<file path="config.mk">
export PLATFORM = sky130hd
export DESIGN_NAME = fd_txdelay_comp
export DESIGN_NICKNAME = d
export VERILOG_FILES = /design/src/rtl/fdtdc_pkg.sv /design/src/rtl/fdtdc_meter.sv /design/src/rtl/fdtdc_limit.sv /design/src/rtl/fdtdc_ssp.sv /design/src/rtl/fd_txdelay_comp.sv
export SDC_FILE = /design/constraint.sdc
export NUM_CORES = 1
export LEC_CHECK = 0
export BUFFER_PORTS_ARGS = -buffer_cell sky130_fd_sc_hd__buf_2
export CORE_MARGIN = 1
export CORE_UTILIZATION = 40
export CTS_BUF_LIST = sky130_fd_sc_hd__clkbuf_4
export CTS_CLUSTER_SIZE = 8
export DETAILED_ROUTE_END_ITERATION = 16
export MAX_ROUTING_LAYER = met4
export PLACE_DENSITY_LB_ADDON = 0.3
export SYNTH_ARGS = -nofsm -noshare
export SYNTH_HDL_FRONTEND = slang
export SYNTH_SLANG_ARGS = --single-unit
export TNS_END_PERCENT = 1
</file>
<file path="constraint.sdc">
create_clock -name clk -period 3.7 [get_ports clk]
set_clock_uncertainty 0.1 [all_clocks]
set_input_delay 0.555 -clock clk [delete_from_list [all_inputs] [get_ports clk]]
set_output_delay 0.555 -clock clk [all_outputs]
set_load 0.005 [all_outputs]
</file>
<file path="src/rtl/fdtdc_pkg.sv">
package fdtdc_pkg;

    typedef enum logic [1:0] {
        MS_IDLE = 2'd0,
        MS_RUN  = 2'd1,
        MS_HELD = 2'd2
    } meas_st_e;

    function automatic logic fell(input logic prev, input logic now);
        return prev & ~now;
    endfunction

endpackage

</file>
<file path="src/rtl/fdtdc_meter.sv">
module fdtdc_meter
    import fdtdc_pkg::*;
#(
    parameter int DLY_W = 6
) (
    input  logic             clk,
    input  logic             rst_n,
    input  logic             cfg_mode,
    input  logic             arm,
    input  logic             tx,
    input  logic             rx,
    output logic [DLY_W-1:0] dly,
    output logic             done,
    output logic             sat
);
    localparam logic [DLY_W-1:0] DLY_MAX = {DLY_W{1'b1}};

    typedef struct packed {
        meas_st_e         st;
        logic             tx_q;
        logic             rx_q;
        logic [DLY_W-1:0] cnt;
        logic [DLY_W-1:0] dly;
        logic             done;
        logic             sat;
    } mstate_t;

    mstate_t s_q, s_d;
    logic tx_fall, rx_fall;
    logic [DLY_W-1:0] cnt_inc;

    always_comb begin
        tx_fall = fell(s_q.tx_q, tx);
        rx_fall = fell(s_q.rx_q, rx);
        cnt_inc = s_q.cnt + 1'b1;
        s_d      = s_q;
        s_d.tx_q = tx;
        s_d.rx_q = rx;
        s_d.done = 1'b0;
        s_d.sat  = 1'b0;
        if (cfg_mode) begin
            s_d.st  = MS_IDLE;
            s_d.cnt = '0;
        end else begin
            unique case (s_q.st)
                MS_IDLE: begin
                    if (arm && tx_fall) begin
                        if (rx_fall) begin
                            s_d.dly  = '0;
                            s_d.done = 1'b1;
                            s_d.st   = MS_HELD;
                        end else begin
                            s_d.cnt = '0;
                            s_d.st  = MS_RUN;
                        end
                    end
                end
                MS_RUN: begin
                    if (rx_fall) begin
                        s_d.dly  = cnt_inc;
                        s_d.done = 1'b1;
                        s_d.st   = MS_HELD;
                    end else if (cnt_inc == DLY_MAX) begin
                        s_d.dly  = DLY_MAX;
                        s_d.done = 1'b1;
                        s_d.sat  = 1'b1;
                        s_d.st   = MS_HELD;
                    end else begin
                        s_d.cnt = cnt_inc;
                    end
                end
                MS_HELD: begin
                    if (!arm) s_d.st = MS_IDLE;
                end
                default: s_d.st = MS_IDLE;
            endcase
        end
    end

    always_ff @(posedge clk or negedge rst_n) begin
        if (!rst_n) begin
            s_q.st   <= MS_IDLE;
            s_q.tx_q <= 1'b1;
            s_q.rx_q <= 1'b1;
            s_q.cnt  <= '0;
            s_q.dly  <= '0;
            s_q.done <= 1'b0;
            s_q.sat  <= 1'b0;
        end else begin
            s_q <= s_d;
        end
    end

    assign dly  = s_q.dly;
    assign done = s_q.done;
    assign sat  = s_q.sat;

endmodule

</file>
<file path="src/rtl/fdtdc_limit.sv">
module fdtdc_limit #(
    parameter int PSC_W  = 10,
    parameter int SEG_W  = 3,
    parameter int PROP_W = 5,
    parameter int LIM_W  = 20
) (
    input  logic [PSC_W-1:0]  psc,
    input  logic [SEG_W-1:0]  seg1,
    input  logic [SEG_W-1:0]  seg2,
    input  logic [PROP_W-1:0] prop,
    output logic [LIM_W-1:0]  limit,
    output logic [LIM_W-1:0]  nsp
);
    logic [LIM_W-1:0] tq_clk;
    logic [LIM_W-1:0] bit_tq;
    logic [LIM_W-1:0] sp_tq;

    always_comb begin
        tq_clk = LIM_W'(psc) + LIM_W'(1);
        bit_tq = LIM_W'(3) + LIM_W'(prop) + LIM_W'(seg1) + LIM_W'(seg2);
        sp_tq  = LIM_W'(2) + LIM_W'(prop) + LIM_W'(seg1);
        limit  = tq_clk * (LIM_W'(3) * bit_tq - LIM_W'(2));
        nsp    = tq_clk * sp_tq;
    end

endmodule

</file>
<file path="src/rtl/fdtdc_ssp.sv">
module fdtdc_ssp #(
    parameter int CNT_W = 20
) (
    input  logic             clk,
    input  logic             rst_n,
    input  logic             data_phase,
    input  logic             bit_start,
    input  logic [CNT_W-1:0] target,
    output logic             strobe
);
    typedef struct packed {
        logic             active;
        logic [CNT_W-1:0] pcnt;
        logic             stb;
    } sstate_t;

    sstate_t s_q, s_d;

    always_comb begin
        s_d     = s_q;
        s_d.stb = 1'b0;
        if (!data_phase) begin
            s_d.active = 1'b0;
            s_d.pcnt   = '0;
        end else if (bit_start) begin
            s_d.active = 1'b1;
            s_d.pcnt   = '0;
        end else if (s_q.active) begin
            if (s_q.pcnt == target) begin
                s_d.stb    = 1'b1;
                s_d.active = 1'b0;
            end else begin
                s_d.pcnt = s_q.pcnt + 1'b1;
            end
        end
    end

    always_ff @(posedge clk or negedge rst_n) begin
        if (!rst_n) begin
            s_q <= '0;
        end else begin
            s_q <= s_d;
        end
    end

    assign strobe = s_q.stb;

endmodule

</file>
<file path="src/rtl/fd_txdelay_comp.sv">
module fd_txdelay_comp #(
    parameter int PSC_W  = 10,
    parameter int SEG_W  = 3,
    parameter int PROP_W = 5,
    parameter int OFS_W  = 5,
    parameter int DLY_W  = 6
) (
    input  logic              clk,
    input  logic              rst_n,
    input  logic              cfg_mode,
    input  logic              fail_clr,
    input  logic              comp_en,
    input  logic [PSC_W-1:0]  data_psc,
    input  logic [SEG_W-1:0]  data_seg1,
    input  logic [SEG_W-1:0]  data_seg2,
    input  logic [PROP_W-1:0] data_prop,
    input  logic [OFS_W-1:0]  ssp_offset,
    input  logic              meas_arm,
    input  logic              tx_bit,
    input  logic              rx_bit,
    input  logic              data_phase,
    input  logic              dbit_start,
    output logic [DLY_W-1:0]  tdc_value,
    output logic              ssp_strobe,
    output logic              tdc_fail
);
    localparam int TQ_W  = PSC_W + 1;
    localparam int BT_W  = ((PROP_W > SEG_W) ? PROP_W : SEG_W) + 2;
    localparam int LIM_W = TQ_W + BT_W + 2;
    localparam int CNT_W = (LIM_W > DLY_W + 1) ? LIM_W : DLY_W + 1;

    typedef struct packed {
        logic fail;
    } fstate_t;

    logic [DLY_W-1:0] meas_dly;
    logic             meas_done;
    logic             meas_sat;
    logic [LIM_W-1:0] limit;
    logic [LIM_W-1:0] nsp;
    logic [CNT_W-1:0] ssp_tgt;
    fstate_t          f_q, f_d;

    fdtdc_meter #(.DLY_W(DLY_W)) u_meter (
        .clk      (clk),
        .rst_n    (rst_n),
        .cfg_mode (cfg_mode),
        .arm      (meas_arm),
        .tx       (tx_bit),
        .rx       (rx_bit),
        .dly      (meas_dly),
        .done     (meas_done),
        .sat      (meas_sat)
    );

    fdtdc_limit #(
        .PSC_W  (PSC_W),
        .SEG_W  (SEG_W),
        .PROP_W (PROP_W),
        .LIM_W  (LIM_W)
    ) u_limit (
        .psc   (data_psc),
        .seg1  (data_seg1),
        .seg2  (data_seg2),
        .prop  (data_prop),
        .limit (limit),
        .nsp   (nsp)
    );

    always_comb begin
        if (comp_en) ssp_tgt = CNT_W'(meas_dly) + CNT_W'(ssp_offset);
        else         ssp_tgt = CNT_W'(nsp);
    end

    fdtdc_ssp #(.CNT_W(CNT_W)) u_ssp (
        .clk        (clk),
        .rst_n      (rst_n),
        .data_phase (data_phase),
        .bit_start  (dbit_start),
        .target     (ssp_tgt),
        .strobe     (ssp_strobe)
    );

    always_comb begin
        f_d = f_q;
        if (cfg_mode) begin
            f_d.fail = 1'b0;
        end else if (meas_done && (meas_sat || (LIM_W'(meas_dly) > limit))) begin
            f_d.fail = 1'b1;
        end else if (fail_clr) begin
            f_d.fail = 1'b0;
        end
    end

    always_ff @(posedge clk or negedge rst_n) begin
        if (!rst_n) f_q <= '0;
        else        f_q <= f_d;
    end

    assign tdc_value = meas_dly;
    assign tdc_fail  = f_q.fail;

endmodule

</file>
=== Word-level counts from Yosys, hierarchy flattened ===
Cells that the tools add are included.

* Register bits: 41
* Input port bits: 36
* Output and inout port bits: 8
* Logic and storage cells: 87

* $add $sub $neg: 10
* Multiply operators: 3
* $lt $le $gt $ge: 1
* Equal/unequal tests: 15
* Mux-type cells: 31
* Bitwise operators: 5
* Reductions and logical operators: 11

{| class="wikitable"
|+ Operators by type and width
! kind !! count
|-
| adder 20 x 3 -> 20 bit || 3
|-
| 2-to-1 mux 21 bit || 2
|-
| multiplier 20 x 20 -> 20 bit || 2
|-
| 2-to-1 mux 20 bit || 2
|-
| case mux 13 bit (2 select lines) || 1
|-
| 2-to-1 mux 6 bit || 4
|-
| 2-to-1 mux 22 bit || 1
|-
| adder 20 x 1 -> 20 bit (second input constant) || 1
|-
| == test 20 bit || 1
|-
| greater-than comparator 6 x 20 -> 1 bit || 1
|-
| multiplier 2 x 20 -> 20 bit (first input constant) || 1
|-
| subtractor 20 x 2 -> 20 bit (second input constant) || 1
|-
| != test 3 bit (second input constant) || 5
|-
| 2-to-1 mux 2 bit || 7
|-
| 2-to-1 mux 7 bit || 2
|-
| 2-to-1 mux 13 bit || 1
|-
| adder 2 x 5 -> 6 bit (first input constant) || 2
|-
| adder 10 x 1 -> 11 bit (second input constant) || 1
|-
| AND reduction 5 bit || 2
|-
| 2-to-1 mux 1 bit || 9
|-
| 2-to-1 mux 8 bit || 1
|-
| adder 6 x 5 -> 7 bit || 1
|-
| adder 6 x 1 -> 6 bit (second input constant) || 1
|-
| == test 6 bit (second input constant) || 1
|-
| other kinds (16) || 23
|}

=== Longest topological paths before layout ===
Gate-level depths: netlist of run 1.

* Word-level depth: 11
* Gate-level depth with buffers: 42

=== Hierarchy ===
Synthesis of run 1 repeated with hierarchy kept, for this count alone.

* Cell total of the unflattened synthesis: 1271
* Area, all modules: 10866.7 um^2

{| class="wikitable"
|+ By module, submodules not included
! module !! times used !! cells each !! area each (um^2) !! sequential area each (um^2)
|-
| fdtdc_limit || 1 || 949 || 7840.0 || 0.0
|-
| fdtdc_ssp || 1 || 144 || 1398.8 || 550.5
|-
| fdtdc_meter || 1 || 93 || 1008.5 || 452.9
|-
| fd_txdelay_comp || 1 || 85 || 619.3 || 25.0
|}

=== Worst setup path before layout of run 1 ===
Ideal clock, no wire load.

* Path kind: input to register
* From: input data_prop[0]
* To: register f_q (netlist: tdc_fail)
* Library setup time: 0.082 ns
* Arrival time: 8.745 ns
* Data required time: 3.518 ns
* Setup slack: -5.228 ns
* Stages on the path: 34
* Buffers on the path: 0
* Path through: inv_1 -> ha_1 -> fa_1 -> inv_1 -> ha_1 -> inv_1 -> fa_1 -> ha_1 -> inv_1 -> ha_1 -> fa_1 -> a21o_1 -> a21oi_1 -> nor3b_1 -> nor3_1 -> nand2_1 -> fa_1 -> fa_1 -> inv_1 -> fa_1 -> fa_1 -> inv_1 -> fa_1 -> inv_1 -> ha_1 -> nor2b_1 -> a21oi_1 -> o2111ai_1 -> a2111oi_0 -> nand4_1 -> nor3_1 -> nand3_1 -> a2111o_1 -> o22ai_1

* Cells in the longest elaborated chain, start to end: 11
* Elaborated cells between the ends (all ways): 12
* Those cells by class: add/sub (4); mul (2); order compare (1); mux (2); reduce/logical (3)

{| class="wikitable"
|+ RTL lines
! item !! RTL line !! source
|-
| start: declaration || fd_txdelay_comp.sv:16 || <nowiki>input logic [PROP_W-1:0] data_prop,</nowiki>
|-
| adder 2 x 5 -> 6 bit * || fdtdc_limit.sv:20 || <nowiki>bit_tq = LIM_W'(3) + LIM_W'(prop) + LIM_W'(seg1) + LIM_W'(seg2);</nowiki>
|-
| adder 20 x 3 -> 20 bit * (2 in a row) || fdtdc_limit.sv:20 ||
|-
| multiplier 2 x 20 -> 20 bit * || fdtdc_limit.sv:22 || <nowiki>limit = tq_clk * (LIM_W'(3) * bit_tq - LIM_W'(2));</nowiki>
|-
| subtractor 20 x 2 -> 20 bit * || fdtdc_limit.sv:22 ||
|-
| multiplier 20 x 20 -> 20 bit * || fdtdc_limit.sv:22 ||
|-
| greater-than comparator 6 x 20 -> 1 bit * || fd_txdelay_comp.sv:88 || <nowiki>end else if (meas_done && (meas_sat || (LIM_W'(meas_dly) > limit))) begin</nowiki>
|-
| logical OR 1 bit * || fd_txdelay_comp.sv:88 ||
|-
| logical AND 1 bit * || fd_txdelay_comp.sv:88 ||
|-
| 2-to-1 mux 1 bit || fd_txdelay_comp.sv:88 ||
|-
| 2-to-1 mux 1 bit || fd_txdelay_comp.sv:86 || <nowiki>if (cfg_mode) begin</nowiki>
|-
| end signal: assignment || fd_txdelay_comp.sv:96 || <nowiki>if (!rst_n) f_q <= '0;</nowiki>
|-
| end signal: assignment || fd_txdelay_comp.sv:97 || <nowiki>else f_q <= f_d;</nowiki>
|-
| end: declaration || fd_txdelay_comp.sv:42 || <nowiki>fstate_t f_q, f_d;</nowiki>
|}

Mark *: on every way between the ends. The rest lies on a longest branch, timed or not.
A chain may end at the register's enable or synchronous reset.

=== Worst setup path after layout of run 1 ===
* From: input data_prop[1]
* To: register f_q (netlist: tdc_fail)

Same word-level chain as after synthesis.

==> results of run 1 <==
## registers in the layout, summed over array words and instances, names as in the netlist
register	count
u_ssp.s_q	21
u_meter.s_q	10
u_meter.dly	6
tdc_fail	1
u_meter.done	1
u_meter.sat	1
u_ssp.strobe	1
## final timing paths
| path | end | slack, ns |
|---|---|---|
| max | tdc_fail | -4.52 |
| min | u_meter.s_q[15] | 0.19 |
| max reg2reg | u_ssp.s_q[11] | 0.24 |
| min reg2reg | u_meter.s_q[13] | 0.41 |
| max in group asynchronous | u_ssp.s_q[16] | 2.69 |
| min in group asynchronous | u_ssp.s_q[6] | 0.22 |
## synthesized netlist by cell type, types with 6 or more instances
cell type	count
inv_1	267
nor2_1	185
fa_1	164
ha_1	138
nand2_1	87
a21oi_1	49
nand2b_1	43
dfrtp_1	39
o21ai_0	39
xnor2_1	39
clkbuf_1	34
xor2_1	34
nor3_1	23
nand3_1	21
a21o_1	19
a211oi_1	15
nor2b_1	15
nor3b_1	12
and2_1	11
mux2i_1	10
nand4_1	10
o211ai_1	10
o31ai_1	10
nor4_1	9
o21a_1	8
and3_1	7
buf_2	7
or2_2	7
a31oi_1	6
and4_1	6
buf_4	6
## area by class of cell
| cell class | count | area (um2) | share of cell area |
|---|---|---|---|
| multi-input cells | 1084 | 10200 | 0.679 |
| repair buffers | 300 | 2210 | 0.148 |
| flip-flops and latches | 41 | 1030 | 0.0688 |
| inverters | 268 | 1020 | 0.0684 |
| well taps | 384 | 480 | 0.0321 |
| clock buffers | 7 | 52.6 | 0.00351 |
| clock inverters | 1 | 5.00 | 0.000335 |
| diodes | 1 | 2.50 | 0.000167 |
## layer usage
| layer | global-route usage | share of wire | up-vias |
|---|---|---|---|
| met2 | 0.356 | 0.45 | 235 |
| met4 | 0.0417 | 0.014 | 0 |
| li1 | - | - | 5174 |
| met3 | 0.0164 | 0.044 | 31 |
| met5 | - | 0 | - |
| met1 | 0.315 | 0.49 | 5141 |
## metrics by stage
stage | setup TNS, ns | utilization | cell area [um2] | worst slack (ns) | instances
2_1_floorplan | -90.25 | - | 12100 | -4.71 | 1443
3_3_place_gp | -100.61 | 0.500 | 14500 | -5.15 | 2067
3_5_place_dp | -100.62 | 0.500 | 14500 | -5.30 | 2067
4_1_cts | -88.12 | 0.514 | 14900 | -4.53 | 2085
5_1_grt | -96.62 | 0.517 | 15000 | -4.83 | 2086
6_report | -88.23 | 0.517 | 15000 | -4.52 | 2086
## what timing repair did
item	in CTS	in global routing
endpoints found under the setup margin	23	23
setup buffers	10	0
cloned	0	0
gates resized for setup	57	21
pin swaps	55	20
## worst max-delay path, delay by kind of cell
family | cells | cell delay [ns]
compound gates | 6 | 0.98
xor+xnor | 1 | 0.20
fa+ha+maj | 12 | 4.41
buf+inv | 11 | 0.93
simple gates | 9 | 1.32
## cells by family (layout without fill, tap and decap cells)
family          count (synthesis)  count (layout)
compound gates                214             214
buf+inv                       318             576
fa+ha+maj                     302             302
other cells                     2              13
simple gates                  470             470
flops                          41              41
mux                            12              12
xor+xnor                       74              74
==> flow_summary.toml, run 1 <==
[yosys]
yosys.area.top_type_share = 0.277
synth_edf_count = 0
synth-xor-area-share = 0.0559
yosys.area.top_type = "fa_1"
synth-seq-cells = 41
synthDistinctLibCells = 80
yosysWarnings = 0
synth_fa_ha_area_frac = 0.423
netlist_instances = 1433
synth-main-ff-cell = "dfrtp_1"
synth_top_family_by_area = "adder cells"
yosys.area_share.simple = 0.197
synth_area_leaders = "fa_1 28%, ha_1 15%, inv_1 8.5%, dfrtp_1 8.2%, nor2_1 5.9%"
syn_area_per_cell_um2 = 8.27
synth_compound_area_frac = 0.123
syn_area_um2 = 11800
ys_seq_area_frac = 0.0868
async_reset_ff_frac = 1.00
synth.area.mux_share = 0.0104

[sta]
setup_ws_ns = -4.52
fin_hold_ws_ns = 0.195
drv_slew = 0
maxSlewHeadroom = 0.378
rsz0062_at_grt = "true"
min_period_over_period = 2.22
final-hold-violation-count = 0
fin_crit_ns = 8.22
max_freq_ghz = 0.122
setup_viol = 23
worst_slew_pin_slew_ns = 0.933

[cts]
cts_tree = "built"
htreeDepth = 2
clockBufferDepth = 2
cts_made_buffers = 5
cts-hold-fix-buffers = 0
clkTransAtPathRegs_ns = 0.11
clockRootBuffer = "clkbuf_4"
worstSkewPairLatency_ns = 0.37
cts_sinks = 41

[setup_path]
critPathMaxFanout = 3
critPathMaxStageDelay_ns = 0.51
cpMostUsedCell = "fa_1"
critPathCaptureType = "register"
cp.required_ns = 3.89
path_class = "in2reg"
cpMaxStageDelayCell = "fa_1"
r2r-start = "u_meter.dly[0]"
crit_start = "data_prop[1]"
critPathLaunchType = "input port"
reg2reg_depth = 12
worstPathArrival_ns = 8.41

[floorplan]
row_count = 62
die_area_um2 = 30300
ios = 44
die_w_um = 174
core_um2 = 28900
die_h_um = 174
start_util = 0.409

[global_route]
first_global_vias = 10900
antenna_found_initial = 1
grt_pass1_wl_um = 53800
grt_max_degree = 42
track_usage = 0.224
grt_overflow = 0

[route]
wire_per_inst_um = 15.0
drtPass1Iterations = 5
routed_wl_um = 31300
via_per_inst = 5.07
vias = 10600
drc = 0
antenna_left = 0
drtIter0Drc = 494

[finish]
fillers = 2786
fin_nets = 2038
drive_gt1_frac = 0.250
most-common-layout-cells = "251 x inv_1, 250 x buf_4, 174 x nor2_1, 157 x fa_1, 119 x ha_1"
final_common_cell = "inv_1"
area_delta_synth_final_pct = 26.3

[placed_design]
port_buffers = 43
hpwl_um = 26800
place.gp.congestion = 0.939

[min_path]
worstHoldStart = "tx_bit"
min_path_cells = 1
hold_class = "in2reg"

[run]
max-cap-violations = 0

[outcome]
outcome = "complete, but fails checks"
violations = "setup timing"
Power of run 1 is left out: the tool's default activity adds up to more than one toggle a clock period on the data nets, which glitch-free logic cannot reach.
==> inputs of run 2 (changes only) <==
--- a/config.mk
+++ b/config.mk
@@ -5,12 +5,12 @@
 export SDC_FILE = /design/constraint.sdc
 export NUM_CORES = 1
 export LEC_CHECK = 0
-export BUFFER_PORTS_ARGS = -buffer_cell sky130_fd_sc_hd__buf_2
 export CORE_MARGIN = 1
 export CORE_UTILIZATION = 40
 export CTS_BUF_LIST = sky130_fd_sc_hd__clkbuf_4
 export CTS_CLUSTER_SIZE = 8
 export DETAILED_ROUTE_END_ITERATION = 16
+export DONT_BUFFER_PORTS = 1
 export MAX_ROUTING_LAYER = met4
 export PLACE_DENSITY_LB_ADDON = 0.3
 export SYNTH_ARGS = -nofsm -noshare
==> run 2 against run 1 <==
  * The run still ends with setup timing left
  * Die area stayed put
  * Sequential share of layout area is 0.13 points higher
  * Cell area is 1.9% lower
  * Fmax hardly changed
  * Register-to-register slack worse by 0.07 ns
  * Via count is 2.2% lower
  * First-iteration DRC count is 18% lower
  * Hold slack worse by 0.11 ns
  * Critical path depth is 1 lower
  * Routed wire length is 0.59% lower
==> flow_summary.toml, run 2 (synthesis results as in run 1) <==
[route]
antenna_left = 0
routed_wl_um = 31100
drc = 0
vias = 10300
wire_per_inst_um = 15.3
via_per_inst = 5.10
drtPass1Iterations = 5
drtIter0Drc = 407

[finish]
fillers = 2807
final_common_cell = "inv_1"
fin_nets = 1979
area_delta_synth_final_pct = 23.9
drive_gt1_frac = 0.224
largest_reg_flops = 21
top_regs = "u_ssp.s_q x21, u_meter.s_q x10, u_meter.dly x6"
top_register = "u_ssp.s_q"
most-common-layout-cells = "248 x inv_1, 232 x buf_4, 175 x nor2_1, 158 x fa_1, 121 x ha_1"
multi_input_area_um2 = 10200
regArea_um2 = 1030

[sta]
worst_slew_pin_slew_ns = 0.784
drv_slew = 0
rsz0062_at_grt = "true"
max_freq_ghz = 0.122
final-hold-violation-count = 0
fin_crit_ns = 8.21
fin_hold_ws_ns = 0.0900
maxSlewHeadroom = 0.476
setup_viol = 23
min_period_over_period = 2.22
setup_ws_ns = -4.51

[cts]
clkTransAtPathRegs_ns = 0.11
cts_tree = "built"
cts_sinks = 41
worstSkewPairLatency_ns = 0.36
clockRootBuffer = "clkbuf_4"
htreeDepth = 2
cts_made_buffers = 5
clockBufferDepth = 2

[run]
max-cap-violations = 0

[setup_path]
reg2reg_depth = 12
r2r-start = "u_meter.dly[0]"
worstPathArrival_ns = 8.38
reg2reg_to = "u_ssp.s_q[2]"
path_class = "in2reg"
cp.required_ns = 3.87
critPathLaunchType = "input port"
critPathMaxFanout = 5
critPathCaptureType = "register"
cpMaxStageDelayCell = "fa_1"
cpMostUsedCell = "fa_1"
critPathMaxStageDelay_ns = 0.61
regToRegSetupSlack_ns = 0.17

[placed_design]
port_buffers = 0
place_ws_ns = -5.20
place.gp.congestion = 0.935
hpwl_um = 26200

[floorplan]
die_w_um = 174
core_um2 = 28900
start_util = 0.409
ios = 44
row_count = 62
die_area_um2 = 30300
die_h_um = 174

[global_route]
antenna_found_initial = 2
grt_overflow = 0
first_global_vias = 11000
track_usage = 0.223
grt_pass1_wl_um = 53800
grt_max_degree = 48

[min_path]
worstHoldStart = "tx_bit"
hold_end = "u_meter.s_q[15]"
hold_class = "in2reg"
min_path_cells = 0

[outcome]
violations = "setup timing"
outcome = "complete, but fails checks"
## run 2: cell types whose count changed in the layout (fill, tap and decap cells not counted), sizes merged
cell | previous run | this run
buf | 300 | 240
clkbuf | 7 | 5
clkinv | 2 | 4
diode | 1 | 2
dlygate4sd3 | 0 | 1
## run 2: worst max path at each step
stage                  from       end  slack, ns  cells after the start
2_1_floorplan  data_prop[1]  tdc_fail      -4.71                     39
3_3_place_gp   data_prop[0]  tdc_fail      -5.11                     37
3_5_place_dp   data_prop[0]  tdc_fail      -5.20                     36
4_1_cts        data_prop[0]  tdc_fail      -4.51                     38
5_1_grt        data_prop[0]  tdc_fail      -4.88                     39
6_report       data_prop[0]  tdc_fail      -4.51                     38
## run 2: cell type report
| class | count | area share |
|---|---|---|
| timing repair buffer | 241 | 0.127 |
| inverter | 268 | 0.0696 |
| sequential | 41 | 0.0701 |
| clock inverter | 3 | 0.000852 |
| clock buffer | 5 | 0.00256 |
| tap | 384 | 0.0327 |
| antenna | 2 | 0.000341 |
| multi-input combinational | 1084 | 0.697 |
## run 2: critical path, delay by kind of cell
family                   cells  cell delay (ns)
XOR/XNOR                     1             0.18
adder cells (fa/ha/maj)     12             4.62
buffers and inverters       11             0.84
AND/OR/NAND/NOR              4             0.43
AO/OA/AOI/OAI               10             1.74
## run 2: metal layers
metal / share of wire / track usage / routed length [um] / up-vias
met5: 0 / - / 0 / -
met4: 0.016 / 0.0431 / 496 / 0
met3: 0.051 / 0.0330 / 1570 / 44
met2: 0.47 / 0.363 / 14500 / 193
met1: 0.47 / 0.294 / 14500 / 5056
li1: - / - / - / 5053
## run 2: stage by stage
stage / instances / instance area [um2] / utilization / TNS (ns)
6_report: 2028 / 14700 / 0.507 / -80.78
4_1_cts: 2023 / 14500 / 0.503 / -81.09
3_5_place_dp: 2003 / 14100 / 0.487 / -97.76
3_3_place_gp: 2003 / 14100 / 0.487 / -97.45
2_1_floorplan: 1443 / 12100 / - / -90.25
5_1_grt: 2028 / 14700 / 0.507 / -88.13
## run 2: timing repair
item	CTS	global route
endpoints found under the setup margin	23	23
hold buffers	2	0
buffers inserted	10	3
gates resized for setup	65	19
pin swaps	63	21
hold endpoints to repair	41	0
Power of run 2 is left out for the same reason.
